## src/rtl/can_mode_pkg.sv

```systemverilog
package can_mode_pkg;

    typedef enum logic [1:0] {
        MODE_NORMAL = 2'd0,
        MODE_INIT   = 2'd1,
        MODE_SLEEP  = 2'd2
    } mode_t;

    localparam int REG_ADDR_W = 2;

    localparam logic [REG_ADDR_W-1:0] ADDR_CTRL = 2'd0;
    localparam logic [REG_ADDR_W-1:0] ADDR_IEN  = 2'd1;
    localparam logic [REG_ADDR_W-1:0] ADDR_STAT = 2'd2;

    // control register bits
    localparam int CTRL_INIT  = 0;
    localparam int CTRL_SLEEP = 1;

    // interrupt enable register bits
    localparam int IEN_WAKE  = 0;
    localparam int IEN_SLACK = 1;
    localparam int IEN_ERR   = 2;

    // status register bits
    localparam int STAT_INIT_ACK  = 0;
    localparam int STAT_SLEEP_ACK = 1;
    localparam int STAT_ERR       = 2;
    localparam int STAT_WAKE      = 3;
    localparam int STAT_SLACK     = 4;
    localparam int STAT_TOP       = STAT_SLACK;

    // latched flags, packed to match status bits 4..2
    typedef struct packed {
        logic slack;
        logic wake;
        logic err;
    } flags_t;

    // enables, packed to match register 1 bits 2..0
    typedef struct packed {
        logic err;
        logic slack;
        logic wake;
    } ien_t;

    function automatic flags_t ien_as_mask(ien_t e);
        flags_t m;
        m.slack = e.slack;
        m.wake  = e.wake;
        m.err   = e.err;
        return m;
    endfunction

endpackage

```

## src/rtl/can_mode_idle_cnt.sv

```systemverilog
module can_mode_idle_cnt
    import can_mode_pkg::*;
#(
    parameter int IDLE_BITS = 11
) (
    input  logic clk,
    input  logic rst,
    input  logic arm,
    input  logic bit_stb,
    input  logic rx_bit,
    output logic idle
);
    localparam int CNT_W = $clog2(IDLE_BITS + 1);
    localparam logic [CNT_W-1:0] CNT_MAX = CNT_W'(IDLE_BITS);

    logic [CNT_W-1:0] run_q;

    always_ff @(posedge clk) begin
        if (rst || !arm) begin
            run_q <= '0;
        end else if (bit_stb) begin
            if (!rx_bit) begin
                run_q <= '0;
            end else if (run_q != CNT_MAX) begin
                run_q <= run_q + CNT_W'(1);
            end
        end
    end

    assign idle = (run_q == CNT_MAX);

    AST_RUN_SATURATES: assert property (@(posedge clk) disable iff (rst)
        run_q <= CNT_MAX);

    AST_DOMINANT_RESTARTS: assert property (@(posedge clk) disable iff (rst)
        (arm && bit_stb && !rx_bit) |=> (run_q == '0));

    AST_NO_STROBE_HOLDS: assert property (@(posedge clk) disable iff (rst)
        (arm && !bit_stb) |=> $stable(run_q));

endmodule

```

## src/rtl/can_mode_fsm.sv

```systemverilog
module can_mode_fsm
    import can_mode_pkg::*;
(
    input  logic  clk,
    input  logic  rst,
    input  logic  init_req,
    input  logic  sleep_req,
    input  logic  idle,
    output mode_t mode_q,
    output mode_t mode_d,
    output logic  arm
);
    always_comb begin
        mode_d = mode_q;
        if (init_req) begin
            mode_d = MODE_INIT;
        end else if (sleep_req) begin
            mode_d = MODE_SLEEP;
        end else if (mode_q != MODE_NORMAL && idle) begin
            mode_d = MODE_NORMAL;
        end
    end

    assign arm = (mode_q != MODE_NORMAL) && !init_req && !sleep_req;

    always_ff @(posedge clk) begin
        if (rst) begin
            mode_q <= MODE_SLEEP;
        end else begin
            mode_q <= mode_d;
        end
    end

    AST_INIT_WINS: assert property (@(posedge clk) disable iff (rst)
        init_req |=> (mode_q == MODE_INIT));

    AST_SLEEP_TAKEN: assert property (@(posedge clk) disable iff (rst)
        (!init_req && sleep_req) |=> (mode_q == MODE_SLEEP));

    AST_EXIT_AFTER_IDLE: assert property (@(posedge clk) disable iff (rst)
        (mode_q == MODE_NORMAL && $past(mode_q) != MODE_NORMAL) |-> $past(idle));

endmodule

```

## src/rtl/can_mode_flags.sv

```systemverilog
module can_mode_flags
    import can_mode_pkg::*;
(
    input  logic   clk,
    input  logic   rst,
    input  mode_t  mode_q,
    input  mode_t  mode_d,
    input  logic   bit_stb,
    input  logic   rx_bit,
    input  logic   err_evt,
    input  ien_t   ien,
    input  flags_t w1c,
    output flags_t flags,
    output logic   irq
);
    logic enter_sleep;
    logic leave_sleep;
    logic wake_hit;

    assign enter_sleep = (mode_d == MODE_SLEEP) && (mode_q != MODE_SLEEP);
    assign leave_sleep = (mode_q == MODE_SLEEP) && (mode_d != MODE_SLEEP);
    assign wake_hit    = (mode_q == MODE_SLEEP) && bit_stb && !rx_bit;

    always_ff @(posedge clk) begin
        if (rst) begin
            flags <= '0;
        end else begin
            if (wake_hit) begin
                flags.wake <= 1'b1;
            end else if (w1c.wake) begin
                flags.wake <= 1'b0;
            end

            if (err_evt && ien.err) begin
                flags.err <= 1'b1;
            end else if (w1c.err) begin
                flags.err <= 1'b0;
            end

            if (enter_sleep && ien.slack) begin
                flags.slack <= 1'b1;
            end else if (leave_sleep || w1c.slack) begin
                flags.slack <= 1'b0;
            end
        end
    end

    assign irq = |(flags & ien_as_mask(ien));

    AST_WAKE_LATCHES: assert property (@(posedge clk) disable iff (rst)
        wake_hit |=> flags.wake);

    AST_SLACK_FOLLOWS_ACK: assert property (@(posedge clk) disable iff (rst)
        leave_sleep |=> !flags.slack);

    AST_SLACK_NEEDS_EN: assert property (@(posedge clk) disable iff (rst)
        $rose(flags.slack) |-> $past(ien.slack));

    AST_ERR_MASKED: assert property (@(posedge clk) disable iff (rst)
        (!ien.err && !flags.err) |=> !flags.err);

    AST_SET_BEATS_CLEAR: assert property (@(posedge clk) disable iff (rst)
        (err_evt && ien.err && w1c.err) |=> flags.err);

endmodule

```

## src/rtl/can_mode_ctrl.sv

```systemverilog
module can_mode_ctrl
    import can_mode_pkg::*;
#(
    parameter int DATA_W    = 8,
    parameter int IDLE_BITS = 11
) (
    input  logic                  clk,
    input  logic                  rst,
    input  logic                  bit_stb,
    input  logic                  rx_bit,
    input  logic                  err_evt,
    input  logic                  wr_en,
    input  logic [REG_ADDR_W-1:0] addr,
    input  logic [DATA_W-1:0]     wr_data,
    output logic [DATA_W-1:0]     rd_data,
    output logic                  irq
);
    localparam int FLAG_W = $bits(flags_t);
    localparam int IEN_W  = $bits(ien_t);

    logic   init_req_q;
    logic   sleep_req_q;
    ien_t   ien_q;
    flags_t flags;
    flags_t w1c;
    mode_t  mode_q;
    mode_t  mode_d;
    logic   arm;
    logic   idle;
    logic   unused_wr_bits;

    assign unused_wr_bits = ^wr_data[DATA_W-1:STAT_TOP+1];

    always_ff @(posedge clk) begin
        if (rst) begin
            init_req_q  <= 1'b0;
            sleep_req_q <= 1'b1;
            ien_q       <= '0;
        end else if (wr_en) begin
            if (addr == ADDR_CTRL) begin
                init_req_q  <= wr_data[CTRL_INIT];
                sleep_req_q <= wr_data[CTRL_SLEEP];
            end
            if (addr == ADDR_IEN) begin
                ien_q <= ien_t'(wr_data[IEN_W-1:0]);
            end
        end
    end

    assign w1c = (wr_en && addr == ADDR_STAT) ? flags_t'(wr_data[STAT_TOP:STAT_ERR]) : '0;

    can_mode_idle_cnt #(.IDLE_BITS(IDLE_BITS)) idle_i (
        .clk     (clk),
        .rst     (rst),
        .arm     (arm),
        .bit_stb (bit_stb),
        .rx_bit  (rx_bit),
        .idle    (idle)
    );

    can_mode_fsm fsm_i (
        .clk       (clk),
        .rst       (rst),
        .init_req  (init_req_q),
        .sleep_req (sleep_req_q),
        .idle      (idle),
        .mode_q    (mode_q),
        .mode_d    (mode_d),
        .arm       (arm)
    );

    can_mode_flags flags_i (
        .clk     (clk),
        .rst     (rst),
        .mode_q  (mode_q),
        .mode_d  (mode_d),
        .bit_stb (bit_stb),
        .rx_bit  (rx_bit),
        .err_evt (err_evt),
        .ien     (ien_q),
        .w1c     (w1c),
        .flags   (flags),
        .irq     (irq)
    );

    always_comb begin
        rd_data = '0;
        case (addr)
            ADDR_CTRL: begin
                rd_data[CTRL_INIT]  = init_req_q;
                rd_data[CTRL_SLEEP] = sleep_req_q;
            end
            ADDR_IEN: begin
                rd_data[IEN_W-1:0] = ien_q;
            end
            ADDR_STAT: begin
                rd_data[STAT_INIT_ACK]           = (mode_q == MODE_INIT);
                rd_data[STAT_SLEEP_ACK]          = (mode_q == MODE_SLEEP);
                rd_data[STAT_TOP -: FLAG_W]      = flags;
            end
            default: rd_data = '0;
        endcase
    end

    AST_ONE_ACK: assert property (@(posedge clk) disable iff (rst)
        !((mode_q == MODE_INIT) && (mode_q == MODE_SLEEP)) && (mode_q != 2'd3));

    AST_WRITE_STICKS: assert property (@(posedge clk) disable iff (rst)
        (wr_en && addr == ADDR_CTRL) |=> (init_req_q == $past(wr_data[CTRL_INIT])));

endmodule

```

## config.mk

```make
export PLATFORM = sky130hd
export DESIGN_NAME = can_mode_ctrl
export DESIGN_NICKNAME = d
export VERILOG_FILES = /design/src/rtl/can_mode_pkg.sv /design/src/rtl/can_mode_idle_cnt.sv /design/src/rtl/can_mode_fsm.sv /design/src/rtl/can_mode_flags.sv /design/src/rtl/can_mode_ctrl.sv
export SDC_FILE = /design/constraint.sdc
export NUM_CORES = 1
export LEC_CHECK = 0
export BUFFER_PORTS_ARGS = -buffer_cell sky130_fd_sc_hd__buf_2
export CAP_MARGIN = 0
export CELL_PAD_IN_SITES_DETAIL_PLACEMENT = 1
export CELL_PAD_IN_SITES_GLOBAL_PLACEMENT = 2
export CORE_MARGIN = 5
export CORE_UTILIZATION = 29
export DETAILED_ROUTE_END_ITERATION = 16
export GPL_TIMING_DRIVEN = 0
export PLACE_DENSITY_LB_ADDON = 0.1
export SLEW_MARGIN = 20
export SYNTH_ARGS = -nofsm -noshare
export SYNTH_HDL_FRONTEND = slang
export SYNTH_SLANG_ARGS = --single-unit
export TNS_END_PERCENT = 5
```

## constraint.sdc

```tcl
create_clock -name clk -period 2.2 [get_ports clk]
set_input_delay 0.22 -clock clk [delete_from_list [all_inputs] [get_ports clk]]
set_output_delay 0.22 -clock clk [all_outputs]
set_load 0.005 [all_outputs]
```

# Word-level counts from Yosys, hierarchy flattened
# Cells that the tools add are included.
# word_totals
ff_bits,14
latch_bits,0
mem_bits_rw,0
romBits,0
inputBits,16
output_inout_bits,9
elab_cells,62
mem_count,0
# op_classes
addsub,1
n_mul,0
div,0
n_lt_le_gt_ge,0
n_eq_ne,10
shifts,0
muxes,15
bitwise,1
n_reduce_logical,25
# op_table
operator,count
logical AND 1 bit,10
2-to-1 mux 2 bit,4
2-to-1 mux 4 bit,2
nonzero test 2 bit,4
"== test 2 bit, second input constant",3
2-to-1 mux 1 bit,6
one-hot mux 2 bit (3 select lines),1
AND reduction 2 bit,3
"adder 4 x 1 -> 4 bit, second input constant",1
"== test 2 x 1 -> 1 bit, second input constant",2
"== test 4 bit, second input constant",1
zero test 1 bit,4
"inequality test 2 bit, second input constant",2
"inequality test 4 bit, second input constant",1
AND 3 bit,1
2-to-1 mux 3 bit,1
OR reduction 3 bit,1
zero test 2 bit,1
logical OR 1 bit,2
"inequality test 2 x 1 -> 1 bit, second input constant",1
one-hot mux 1 bit (2 select lines),1

# Depth between registers and ports, before layout
# depth
ltp_word,10
ltp_mapped,5
mapped_depth_nobuf,5

# By module
# From an unflattened synthesis, not the netlist that was laid out.
# hier_totals
hier_cells,100
hier_area_um2,870.8
# modules_own_cells
mod,instances,cells_each,area_each_um2,seq_area_each_um2
can_mode_ctrl,1,44,386.6,100.1
can_mode_idle_cnt,1,25,226.5,80.1
can_mode_flags,1,18,151.4,60.1
can_mode_fsm,1,13,106.4,40.0

# Worst setup path before layout
# No wires, ideal clock.
# synth_timing
kind,flip-flop to flip-flop
from,register idle_i.run_q[0]
to,register idle_i.run_q[0]
setup_ps,70
arrival_ps,1136
t_required_ps,2130
setup_slack_ps,994
path_stages_with_launch,5
n_path_buf,0
period_less_slack_ps,1206
path_cell_list,dfxtp_1 ha_1 nand3b_1 or3b_1 a21oi_1
# synth_between
elab_chain_cells,3
word_cells_on_any_way,6
classes_between,add/sub: 1; eq/ne: 2; mux: 2; reduce/logical: 1
# synth_rtl
element,line_no,source
start: declaration,can_mode_idle_cnt.sv:16,logic [CNT_W-1:0] run_q;
start signal: assignment,can_mode_idle_cnt.sv:25,run_q <= run_q + CNT_W'(1);
adder 4 x 1 -> 4 bit or inequality test 4 bit (tied branches),"can_mode_idle_cnt.sv:25, can_mode_idle_cnt.sv:24",
2-to-1 mux 4 bit or inequality test 2 x 1 -> 1 bit (tied branches),n/a,
2-to-1 mux 4 bit or AND reduction 2 bit (tied branches),n/a,
# Several ways; a longest one is shown, not always the timed one. The select of a mux whose other input is x is not followed.
# A chain may end at the register's enable or synchronous reset.

# Worst setup path in the final report
# layout_timing
from,register fsm_i.mode_q[1]
to,output rd_data[1]
# layout_between
elab_chain_cells,2
# layout_rtl
element,line_no,source
start: declaration,can_mode_fsm.sv:9,"output mode_t mode_q,"
start signal: assignment,can_mode_fsm.sv:30,mode_q <= mode_d;
== test 2 bit,can_mode_ctrl.sv:98,rd_data[STAT_SLEEP_ACK] = (mode_q == MODE_SLEEP);
one-hot mux 2 bit (3 select lines),can_mode_ctrl.sv:88,case (addr)
end: declaration,can_mode_ctrl.sv:15,"output logic [DATA_W-1:0] rd_data,"
# Every way passes these cells.

==> results.yml <==
finish:
  drive_gt1_share_pct: 20.51
  instances_no_fill: 147
  antenna_cells: 0
  layout.nets: 140
  syn2layout_area_growth_pct: 19.68
sta:
  rsz0062_at_grt: "no"
  hold_viol_final: 0
  max_freq_mhz: 651.4
  finalSetupViolCount: 0
  skew_ns: 0.007176
  drv_slew: 0
  setup_ws_ns: 0.6649
  whs_ns: 0.2005
  finalCritPeriodShare_pct: 69.78
  layout_min_cycle_time_ns: 1.535
  fin_tns_setup_ns: 0
floorplan:
  die_x_um: 61.72
  io_pins: 25
  floorplan.initialDensity_pct: 30.75
  fp.dieH_um: 61.72
  num_rows: 18
  core_mm2: 0.002522
  fp.dieArea_mm2: 0.003809
clocking:
  cts_setup_buffers: 0
  cts.clk_slew.worst_paths_ns: 0.08
  tritoncts: "built"
  hold_buffers: 0
  cts_buffers: 3
  clock_sinks: 14
  cts_buffer_depth: 2
  clock_latency_ns: 0.27
  cts_max_level: 1
  root_buffer: "clkbuf_4"
  cts_resized: 0
pwr:
  power_density_mw_per_mm2: 506.6
  peakVddDrop_uv: 237.8
  finalPower_mw: 0.4704
  leakage_nw: 0.4067
synthesis:
  netlist_area_um2: 775.7
  ys_ff_latch: 14
  netlist-cell-type-count: 30
  synth_most_common_cell: "dfxtp_1"
  synth_top_flop_cell: "dfxtp_1"
  synth-seq-area-share_pct: 36.13
  yosysWarningCount: 0
  synth_edf_count: 0
  syn_area_per_cell_um2: 8.166
  async_flop_share_pct: 0
  synth_top_area_share_pct: 36.13
  synth_cells: 95
  synth_area_leaders: "dfxtp_1 36%, ha_1 8.1%, a21oi_1 5.8%, nand3_1 5.8%, nand2_1 3.9%"
  yosys.area.top_type: "dfxtp_1"
  synth_top_cells_by_count: "14 x dfxtp_1, 9 x a21oi_1, 9 x nand3_1"
routing:
  drtIter0Drc: 18
  avgRoutedWirePerCell_um: 14.33
  ant_nets: 0
  post-route-drc-count: 0
  drt-pass1-iter-count: 4
  vias_per_cell: 5.259
  wl_mm: 2.107
  vias: 773
placed_design:
  io_buffers: 17
  place_inst: 144
  hpwl_mm: 1.690
  gp_congestion: 0.7267
  pre_cts_ws_ns: 0.7657
global_routing:
  grt_pass1_wl_mm: 3.560
  grt_overflow: 0
  grt_pass1_vias: 798
  antenna_found_initial: 0
  grt_max_degree: 11
  grtUsageTotal_pct: 12.62
setup_path:
  timing.rr.end: "idle_i.run_q[0]"
  arrival_ns: 1.32
  rr_worst_depth: 4
  required_ns: 1.98
  rr_startpoint: "idle_i.run_q[0]"
  r2r_slack_ns: 0.84
  start_kind: "flop"
  crit_path_max_fanout: 6
  worst-setup-path-type: "flop to output pin"
  cp-end-kind: "output pin"
worst_hold_path:
  hp-class: "input port to flop"
  worstHoldStart: "err_evt"
  min_to: "flags_i.flags[0]"
  holdPathStages: 3
run:
  max-cap-violations: 0
outcome:
  outcome: "finished clean"
report_power, final:
group | switching, mW | internal, mW | total [mW]
logic | 0.0357 | 0.0280 | 0.0637
clock network | 0.0765 | 0.0633 | 0.140
registers | 0.00750 | 0.259 | 0.267
worst max-delay path: stages (launching register included):
cell and delay (ns):
dfxtp_1 0.36, nor2b_1 0.17, a222oi_1 0.31, nor2_1 0.07, buf_2 0.13
cell families after synthesis:
kind of cell | after synthesis | share of synthesized area [%]
compound gates | 25 | 20.97
fa+ha+maj | 5 | 8.065
buf+inv | 11 | 6.774
flops | 14 | 36.13
other cells | 1 | 0.4834
simple gates | 39 | 27.58
sequential cells by signal, summed over array words and instances (netlist names):
register and count:
sleep_req_q 1, init_req_q 1, idle_i.run_q 4, fsm_i.mode_q 2
ien_q 3, flags_i.flags 3
per-stage QoR:
step	area [µm²]	util (%)
floorplan	783.3	-
global placement	905.9	35.91
detailed placement	905.9	35.91
CTS	928.4	36.81
global route	928.4	36.81
finish	928.4	36.81
layout make-up:
type / instances / area [µm²]
Fill cell: 345 / 1594
Clock buffer: 3 / 22.52
Multi-Input combinational cell: 72 / 450.4
Timing Repair Buffer: 17 / 85.08
Tap cell: 30 / 37.54
Sequential cell: 14 / 280.3
Inverter: 6 / 22.52
Buffer: 5 / 30.03
how the worst max path moves through the flow:
stage,startpoint,endpoint,slack (ns),cells after the start
after floorplan,idle_i.run_q[0],idle_i.run_q[0],0.99,4
after global placement,addr[1],rd_data[1],0.76,6
after detailed placement,addr[1],rd_data[1],0.77,6
after CTS,fsm_i.mode_q[1],rd_data[1],0.65,4
after global routing,fsm_i.mode_q[1],rd_data[1],0.59,4
final,fsm_i.mode_q[1],rd_data[1],0.66,4
routing by layer:
metal | part of all wire, % | vias up | GRT usage, %
met5 | 0 | - | 0
met4 | 0.57 | 0 | 2.727
met3 | 7.6 | 2 | 4.339
met2 | 44 | 25 | 20.93
met1 | 47 | 362 | 15.86
li1 | - | 384 | -
placed cells by master (no fill, tap or decap), drive strengths merged, types with 2 or more instances in the layout:
master and n:
a21oi 9, a222oi 2, a22oi 3, a31oi 2, and2 2, buf 20, clkbuf 5, conb 3
dfxtp 14, ha 5, inv 6, nand2 9, nand3 9, nand3b 3, nand4 2, nor2 5
nor2b 3, o21ai 3, o31ai 2
No activity file was read; power rests on OpenSTA's default activity.
